## config.mk

```make
export PLATFORM = sky130hd
export DESIGN_NAME = wdog_timer
export DESIGN_NICKNAME = d
export VERILOG_FILES = /design/src/rtl/wdog_pkg.sv /design/src/rtl/wdog_rate_sel.sv /design/src/rtl/wdog_counter.sv /design/src/rtl/wdog_timer.sv
export SDC_FILE = /design/constraint.sdc
export NUM_CORES = 1
export LEC_CHECK = 0
export CAP_MARGIN = 10
export CORE_AREA = 2 2 39 41
export CTS_CLUSTER_SIZE = 28
export DETAILED_ROUTE_END_ITERATION = 12
export DIE_AREA = 0 0 41 43
export DONT_BUFFER_PORTS = 1
export HOLD_SLACK_MARGIN = 0.02
export MAX_ROUTING_LAYER = met4
export PLACE_DENSITY = 0.35
export SYNTH_ARGS = -nofsm -noshare
export SYNTH_HDL_FRONTEND = slang
export SYNTH_SLANG_ARGS = --single-unit
```

## constraint.sdc

```tcl
create_clock -name clk -period 3.1 [get_ports clk]
set_input_delay 0.62 -clock clk [delete_from_list [all_inputs] [get_ports clk]]
set_output_delay 0.62 -clock clk [all_outputs]
set_load 0.01 [all_outputs]
```

## src/rtl/wdog_pkg.sv

```systemverilog
package wdog_pkg;
  // Tap selection held by the rate register.
  typedef enum logic {
    RATE_FAST = 1'b0,
    RATE_SLOW = 1'b1
  } wdog_rate_e;
endpackage

```

## src/rtl/wdog_rate_sel.sv

```systemverilog
module wdog_rate_sel
  import wdog_pkg::*;
(
  input  logic clk,
  input  logic rst_n,
  input  logic rate_set,
  input  logic rate_clr,
  input  logic tick_fast,
  input  logic tick_slow,
  output logic tick_sel
);
  wdog_rate_e rate_q;

  // Clear has priority over set; reset lands on the fast tap.
  always_ff @(posedge clk) begin
    if (!rst_n)        rate_q <= RATE_FAST;
    else if (rate_clr) rate_q <= RATE_FAST;
    else if (rate_set) rate_q <= RATE_SLOW;
  end

  always_comb begin
    tick_sel = (rate_q == RATE_SLOW) ? tick_slow : tick_fast;
  end

  AST_CLR_WINS: assert property (@(posedge clk) disable iff (!rst_n)
    rate_clr |=> (rate_q == RATE_FAST));
  AST_SET_SLOW: assert property (@(posedge clk) disable iff (!rst_n)
    (rate_set && !rate_clr) |=> (rate_q == RATE_SLOW));
  AST_RATE_HOLD: assert property (@(posedge clk) disable iff (!rst_n)
    (!rate_set && !rate_clr) |=> $stable(rate_q));
endmodule

```

## src/rtl/wdog_counter.sv

```systemverilog
module wdog_counter #(
  parameter int CNT_W = 4
) (
  input  logic clk,
  input  logic rst_n,
  input  logic en,
  input  logic tick,
  input  logic kick,
  output logic ovf_o
);
  localparam logic [CNT_W-1:0] CNT_MAX = {CNT_W{1'b1}};

  logic [CNT_W-1:0] cnt_q;
  logic             ovf_q;

  always_ff @(posedge clk) begin
    if (!rst_n) begin
      cnt_q <= '0;
      ovf_q <= 1'b0;
    end else begin
      ovf_q <= 1'b0;
      if (!en || kick) begin
        cnt_q <= '0;
      end else if (tick) begin
        cnt_q <= cnt_q + CNT_W'(1);
        if (cnt_q == CNT_MAX) ovf_q <= 1'b1;
      end
    end
  end

  assign ovf_o = ovf_q;

  AST_KICK_ZERO: assert property (@(posedge clk) disable iff (!rst_n)
    kick |=> (cnt_q == '0));
  AST_ADVANCE: assert property (@(posedge clk) disable iff (!rst_n)
    (en && tick && !kick) |=> (cnt_q == CNT_W'($past(cnt_q) + 1'b1)));
  AST_ONE_PULSE: assert property (@(posedge clk) disable iff (!rst_n)
    ovf_q |=> !ovf_q);
  AST_RESTART_ZERO: assert property (@(posedge clk) disable iff (!rst_n)
    ovf_q |-> (cnt_q == '0));
  AST_OFF_HELD: assert property (@(posedge clk) disable iff (!rst_n)
    !en |=> (cnt_q == '0 && !ovf_q));
endmodule

```

## src/rtl/wdog_timer.sv

```systemverilog
module wdog_timer #(
  parameter int CNT_W = 4
) (
  input  logic clk,
  input  logic rst_n,
  input  logic en_strap,
  input  logic tick_fast,
  input  logic tick_slow,
  input  logic rate_set,
  input  logic rate_clr,
  input  logic kick,
  output logic wdt_rst_req
);
  logic tick_sel;

  wdog_rate_sel u_rate (
    .clk       (clk),
    .rst_n     (rst_n),
    .rate_set  (rate_set),
    .rate_clr  (rate_clr),
    .tick_fast (tick_fast),
    .tick_slow (tick_slow),
    .tick_sel  (tick_sel)
  );

  wdog_counter #(.CNT_W(CNT_W)) u_cnt (
    .clk   (clk),
    .rst_n (rst_n),
    .en    (en_strap),
    .tick  (tick_sel),
    .kick  (kick),
    .ovf_o (wdt_rst_req)
  );

  AST_STRAP_QUIET: assert property (@(posedge clk) disable iff (!rst_n)
    !en_strap |=> !wdt_rst_req);
endmodule

```

# Yosys cells after proc, flatten, opt, wreduce, memory -nomap -nowiden
# Cells that the tools add are included.
# op_classes
addsub,1
n_mul,0
n_div,0
magnitude_cmp,0
eq_ne,1
n_shift,0
n_mux,2
bitwise,2
reduce_logical,5
# op_table
operator,n
4-bit by 1-bit adder with 4-bit output (second input constant),1
4-bit == test (second input constant),1
2-bit OR reduction,2
3-bit OR reduction,1
1-bit 2-to-1 mux,2
1-bit NOT,2
1-bit zero test,1
1-bit logical OR,1
# totals
ff_bits,6
latch_bits,0
ram_bits,0
mem_bits_ro,0
input_bits,8
output_inout_bits,1
wordCells,14
mem_count,0

# Longest topological paths before layout
# Gate-level depths: netlist (run 1).
# depth
word_depth,3
depth_mapped,4
ltp_nobuf,4

# Hierarchy
# A second synthesis (run 1) with hierarchy kept.
# hier_totals
cells_unflattened,25
area_unflattened_um2,271.5
# modules_own_cells
module,instances,cells_per_inst,area_each_um2
wdog_counter,1,21,220.2
wdog_rate_sel,1,4,51.3

# Least setup slack after synthesis (run 1)
# Ideal clock, no wire load.
# synth_path
path_type,in2reg
start,input tick_slow
end,register u_cnt.cnt_q[1]
setup_time_ns,0.119
arrival_time_ns,1.148
t_required_ns,2.981
setup_slack_ns,1.833
path_stages,3
cell_sequence,mux2i_2 mux2i_1 nor2_1
# synth_between
elab_chain_cells,1
# synth_rtl
item,line_no,source
start: declaration,wdog_timer.sv:8,"input logic tick_slow,"
1-bit 2-to-1 mux,wdog_rate_sel.sv:22,tick_sel = (rate_q == RATE_SLOW) ? tick_slow : tick_fast;
end signal: assignment,wdog_counter.sv:25,cnt_q <= cnt_q + CNT_W'(1);
end: declaration,wdog_counter.sv:13,logic [CNT_W-1:0] cnt_q;
# No other way between the ends.
# A chain may end at the register's enable or synchronous reset.

# Worst setup path in the final report (run 1)
# layout_path
start,register u_cnt.ovf_q (netlist: u_cnt.ovf_o)
end,output wdt_rst_req
# layout_lines
item,line_no,source
start: declaration,wdog_counter.sv:14,logic ovf_q;
start signal: assignment,wdog_counter.sv:19,ovf_q <= 1'b0;
start signal: assignment,wdog_counter.sv:21,ovf_q <= 1'b0;
start signal: assignment,wdog_counter.sv:26,if (cnt_q == CNT_MAX) ovf_q <= 1'b1;
end: declaration,wdog_timer.sv:12,output logic wdt_rst_req
# No word-level cell between the ends.

==> results.sh, run 1 <==
export IMPL_cts_buffer_depth=2
export IMPL_crit_required_ps=2480
export IMPL_tightest_slew_ps=379
export IMPL_hp_start="rate_clr"
export IMPL_finalClockSkew_ps=5.24
export IMPL_areaGrowthSynthToFinish_pct=17.5
export IMPL_setup_tns_ps=0
export IMPL_cts_hold_buf=0
export IMPL_ant_nets=0
export IMPL_cp_max_fo=1
export IMPL_rr_endpoint="u_cnt.cnt_q[1]"
export IMPL_timing_fmax_ghz=0.823
export IMPL_rsz0062_at_grt="no"
export IMPL_dpl_cell_area_um2=263
export IMPL_grt_usage_pct=6.49
export IMPL_hold_viol_final=0
export IMPL_timing_hold_ws_ps=450
export IMPL_port_buffers=0
export IMPL_yosysWarnings=0
export IMPL_initial_core_util_pct=17.5
export IMPL_wl_um=407
export IMPL_n_antenna_cell=0
export IMPL_vdd_drop_max_mv=0.271
export IMPL_critPathCaptureType="primary output"
export IMPL_yosys_area_top_type="dfxtp_1"
export IMPL_fin_nets=39
export IMPL_io_pins=9
export IMPL_seq_area_frac_synth_pct=49.5
export IMPL_p_leak_nw=0.100
export IMPL_drt_iter0_markers=2
export IMPL_coreArea_mm2=0.00138
export IMPL_grt_overflow=0
export IMPL_slew_violations=0
export IMPL_synthDistinctLibCells=14
export IMPL_run_status="finished, final reports clean"
export IMPL_grt_pass1_vias=174
export IMPL_synth_top_area_share_pct=49.5
export IMPL_synth_seq_cells=6
export IMPL_synth_area_um2=243
export IMPL_cts_root_buf="clkbuf_4"
export IMPL_endpoint="wdt_rst_req"
export IMPL_min_period_over_period_pct=39.2
export IMPL_synth_nets=34
export IMPL_vias_per_cell=4.32
export IMPL_drt_pass1_iter_count=2
export IMPL_power_density_mw_per_mm2=552
export IMPL_path_clk_slew_ps=50
export IMPL_r2r_start="u_rate.rate_q"
export IMPL_crit_type="flop to primary output"
export IMPL_vias=190
export IMPL_seqCellArea_um2=120
export IMPL_grt_start_max_net_pins=8
export IMPL_min_period_ps=1210
export IMPL_gp_congestion=0.757
export IMPL_crit_cells=0
export IMPL_die_h_um=43
export IMPL_r2r_setup_slack_ps=1960
export IMPL_p_total_mw=0.157
export IMPL_antenna_found_initial=0
export IMPL_start_kind="flop"
export IMPL_ctsResizeCount=0
export IMPL_hold_class="primary input to flop"
export IMPL_final_setup_viol_count=0
export IMPL_h_tree_depth=1
export IMPL_numCtsBuffers=3
export IMPL_drt_drc_violations_left=0
export IMPL_design_area_um2=285
export IMPL_cts_sinks=6
export IMPL_cts_tree="built"
export IMPL_drive_above_1_share_pct=14.3
export IMPL_wl_per_cell_um=9.25
export IMPL_dieArea_mm2=0.00176
export IMPL_grt_first_pass_wirelength_um=641
export IMPL_clk_latency_ps=240
export IMPL_postCtsSetupBuffers=0
export IMPL_fin_ws_ps=1890
export IMPL_cp_startpoint="u_cnt.ovf_o"
export IMPL_fillCellCount=153
export IMPL_avgSynthCellArea_um2=9.71
export IMPL_num_rows=14
export IMPL_netlist_instances=25
export IMPL_synth_area_leaders="dfxtp_1, mux2i_2, ha_1"
export IMPL_max_slew_margin_pct=74.2
export IMPL_rr_worst_depth=3
export IMPL_multi_input_area_um2=119
export IMPL_dp_slack_ps=1750
export IMPL_cp_arrival_ps=590
export IMPL_maxCapViolCount=0
export IMPL_fp_dieW_um=41
worst min-delay path by stage:
stage | to | cells past startpoint | slack (ps)
after floorplan | u_cnt.ovf_o | 2 | 440
after global placement | u_cnt.ovf_o | 2 | 470
after detailed placement | u_cnt.ovf_o | 2 | 470
after CTS | u_rate.rate_q | 1 | 440
after global routing | u_rate.rate_q | 1 | 440
final | u_rate.rate_q | 1 | 450
power breakdown:
group / switching [mW] / internal, mW
logic: 0.00342 / 0.00324
clock network: 0.0274 / 0.0437
registers: 0.000942 / 0.0786
cells in the mapped netlist:
cell type  instances
nor2_1             3
ha_1               1
or3_1              2
inv_1              1
mux2i_1            1
nor3_1             1
o21ai_0            2
nand3_1            2
mux2i_2            1
a21oi_1            2
dfxtp_1            6
xor2_1             1
nor3b_1            1
nand3b_1           1
state kept, by name, indices dropped and copies added (netlist names):
register       flops
u_cnt.ovf_o        1
u_rate.rate_q      1
u_cnt.cnt_q        4
per-stage QoR:
stage / utilization [%] / cells
2_1_floorplan: - / 25
3_3_place_gp: 19.0 / 41
3_5_place_dp: 19.0 / 41
4_1_cts: 20.6 / 44
5_1_grt: 20.6 / 44
6_report: 20.6 / 44
kinds of logic after synthesis:
kind of cell             Yosys count  synth area share (%)
adder cells (fa/ha/maj)            1                  5.15
buffers and inverters              1                  1.54
AND/OR/NAND/NOR                   10                  22.2
XOR/XNOR                           1                  3.61
AO/OA/AOI/OAI                      4                  8.25
flip-flops                         6                  49.5
multiplexers                       2                  9.79
area by class of cell:
cell class,instances,share of cell area [%]
Sequential cell,6,42.1
Clock buffer,3,7.89
Multi-Input combinational cell,18,41.7
Inverter,1,1.32
Tap cell,16,7.02
routing by layer:
metal  wire length (µm)  GRT usage (%)
met5                  0              -
met4                 10           4.00
met3                 56           7.85
met2                165           7.19
met1                174           6.13
cells in the final DEF, fill, tap and decap left out, drive strengths merged:
cell type and n:
mux2i 2, o21ai 2, nor2 3, or3 2, ha 1, nand3b 1
nor3b 1, nand3 2, dfxtp 6, clkbuf 3, xor2 1, inv 1
nor3 1, a21oi 2
Power figures use the tool's default switching activity.
==> run 2, diff against run 1 <==
clock period = 1.2 ns   (was 3.1 ns; I/O delays follow)
==> run 2 against run 1 <==
Net effect:
- largest cell class is now multi-input combinational cells
- via count shrank 1.6%
- die area did not move
- register-to-register slack lost 1900 ps
- total power rose to 2.6 times the previous value
- non-clock buffer count is the same
- worst setup slack worse by 1800 ps
- sequential cell count unchanged
- largest power group unchanged
- count of clock-buffer cells in the layout did not move
- clock power grew to 2.6 times the previous value
- cell count stayed put
==> results.sh, run 2 (same netlist as run 1, synthesis figures left out) <==
export IMPL_path_cells="mux2i_4, or3_1, a21oi_2"
export IMPL_slowest_delay_ps=370
export IMPL_fillCellCount=149
export IMPL_fin_nets=39
export IMPL_setup_tns_ps=0
export IMPL_grt_overflow=0
export IMPL_rr_worst_depth=3
export IMPL_crit_type="flop to flop"
export IMPL_finalClockSkew_ps=0.922
export IMPL_coreArea_mm2=0.00138
export IMPL_gp_congestion=0.712
export IMPL_n_antenna_cell=0
export IMPL_grt_first_pass_wirelength_um=752
export IMPL_p_comb_share_pct=4.8
export IMPL_r2r_setup_slack_ps=80
export IMPL_layout_common_cells="nor2_1, clkbuf_4, dfxtp_2, dfxtp_1"
export IMPL_hold_viol_final=0
export IMPL_multi_input_area_um2=131
export IMPL_vias_per_cell=4.25
export IMPL_grt_pass1_vias=192
export IMPL_wl_um=396
export IMPL_min_period_ps=1120
export IMPL_drt_iter0_markers=1
export IMPL_seqCellArea_um2=124
export IMPL_wl_per_cell_um=9.00
export IMPL_antenna_found_initial=0
export IMPL_cts_sinks=6
export IMPL_hold_class="primary input to flop"
export IMPL_vias=187
export IMPL_slew_violations=0
export IMPL_cts_root_buf="clkbuf_4"
export IMPL_p_leak_nw=0.102
export IMPL_r2r_start="u_rate.rate_q"
export IMPL_die_h_um=43
export IMPL_critPathCaptureType="flop"
export IMPL_fp_dieW_um=41
export IMPL_cp_num_buf_inv=0
export IMPL_power_density_mw_per_mm2=1370
export IMPL_io_pins=9
export IMPL_seqPwrFrac_pct=50.0
export IMPL_cts_tree="built"
export IMPL_postCtsSetupBuffers=0
export IMPL_initial_core_util_pct=17.5
export IMPL_critical_path_top_delay_family="simple AND/OR/NAND/NOR gates"
export IMPL_largest_register_ffs=4
export IMPL_switching_power_mw=0.0855
export IMPL_cts_buffer_depth=2
export IMPL_largest_register="u_cnt.cnt_q"
export IMPL_h_tree_depth=1
export IMPL_port_buffers=0
export IMPL_rsz0062_at_grt="no"
export IMPL_start_kind="flop"
export IMPL_grt_usage_pct=7.11
export IMPL_drive_above_1_share_pct=28.6
export IMPL_cp_arrival_ps=1290
export IMPL_final_util_pct=21.8
export IMPL_num_rows=14
export IMPL_clk_latency_ps=240
export IMPL_pwr_share_clk_pct=45.2
export IMPL_min_period_over_period_pct=93.0
export IMPL_cp_max_fo=7
export IMPL_run_status="finished, final reports clean"
export IMPL_ant_nets=0
export IMPL_endpoint="u_cnt.cnt_q[3]"
export IMPL_cp_startpoint="u_rate.rate_q"
export IMPL_dieArea_mm2=0.00176
export IMPL_vdd_drop_max_mv=0.474
export IMPL_numCtsBuffers=3
export IMPL_crit_cells=3
export IMPL_areaGrowthSynthToFinish_pct=24.2
export IMPL_path_clk_slew_ps=50
export IMPL_crit_required_ps=1370
export IMPL_final_setup_viol_count=0
export IMPL_max_slew_margin_pct=83.4
export IMPL_tightest_slew_ps=244
export IMPL_rr_endpoint="u_cnt.cnt_q[3]"
export IMPL_timing_fmax_ghz=0.896
export IMPL_drt_pass1_iter_count=2
export IMPL_internal_power_mw=0.327
export IMPL_maxCapViolCount=0
export IMPL_p_sw_share_pct=20.7
export IMPL_crit_path_top_delay_cell="or3_1"
export IMPL_grt_start_max_net_pins=8
export IMPL_drt_drc_violations_left=0
run 2: changes by cell type in the layout (fill, tap and decap cells not counted):
cell / delta
a21oi_1: -1
a21oi_2: +1
dfxtp_1: -3
dfxtp_2: +3
mux2i_2: -1
mux2i_4: +1
run 2: per-stage QoR:
step | setup WS (ps) | cells | hold slack, ps | instance area, µm² | power, mW
3_3_place_gp | 74.0 | 41 | 318 | 263 | 0.226
5_1_grt | 17.6 | 44 | 43.4 | 302 | 0.449
2_1_floorplan | 136 | 25 | 316 | 243 | 0.224
4_1_cts | 41.7 | 44 | 57.2 | 285 | 0.422
6_report | 83.9 | 44 | 60.9 | 302 | 0.413
3_5_place_dp | 52.7 | 41 | 319 | 263 | 0.227
run 2: worst reg2reg max path: stages (launching register included):
cell and delay [ps]:
dfxtp_2 330, mux2i_4 210, or3_1 370, a21oi_2 140
run 2: worst min path at each step:
| stage | start | cells past startpoint | to | slack [ps] |
|---|---|---|---|---|
| after global routing | rate_clr | 1 | u_rate.rate_q | 40 |
| after detailed placement | rate_clr | 1 | u_rate.rate_q | 320 |
| final | rate_clr | 1 | u_rate.rate_q | 60 |
| after global placement | rate_clr | 1 | u_rate.rate_q | 320 |
| after floorplan | rate_clr | 1 | u_rate.rate_q | 320 |
| after CTS | rate_clr | 1 | u_rate.rate_q | 60 |
run 2: layout make-up:
type | count | share of cell area (%)
inverter | 1 | 1.24
clock buffer | 3 | 7.47
multi-input combinational | 18 | 43.6
tap | 16 | 6.64
sequential | 6 | 41.1
run 2: repair_timing:
action,4_1_cts,5_1_grt
hold buffers,0,0
gates resized for setup,0,5
setup endpoints to repair,0,4
run 2: layer usage:
metal  track usage [%]  routed length, µm  up-vias
met5                 -                  0        -
met4              6.00                  0        0
met3              4.71                 40        0
met2              7.81                171        6
met1              8.39                184       86
li1                  -                  -       95
run 2: power by group through the flow:
| stage | Combinational [mW] | Sequential, mW | Clock (mW) |
|---|---|---|---|
| 2_1_floorplan | 0.0152 | 0.209 | 0 |
| 3_5_place_dp | 0.0176 | 0.209 | 0 |
| 6_report | 0.0199 | 0.206 | 0.186 |
| 3_3_place_gp | 0.0174 | 0.209 | 0 |
| 5_1_grt | 0.0225 | 0.206 | 0.221 |
| 4_1_cts | 0.0178 | 0.205 | 0.199 |
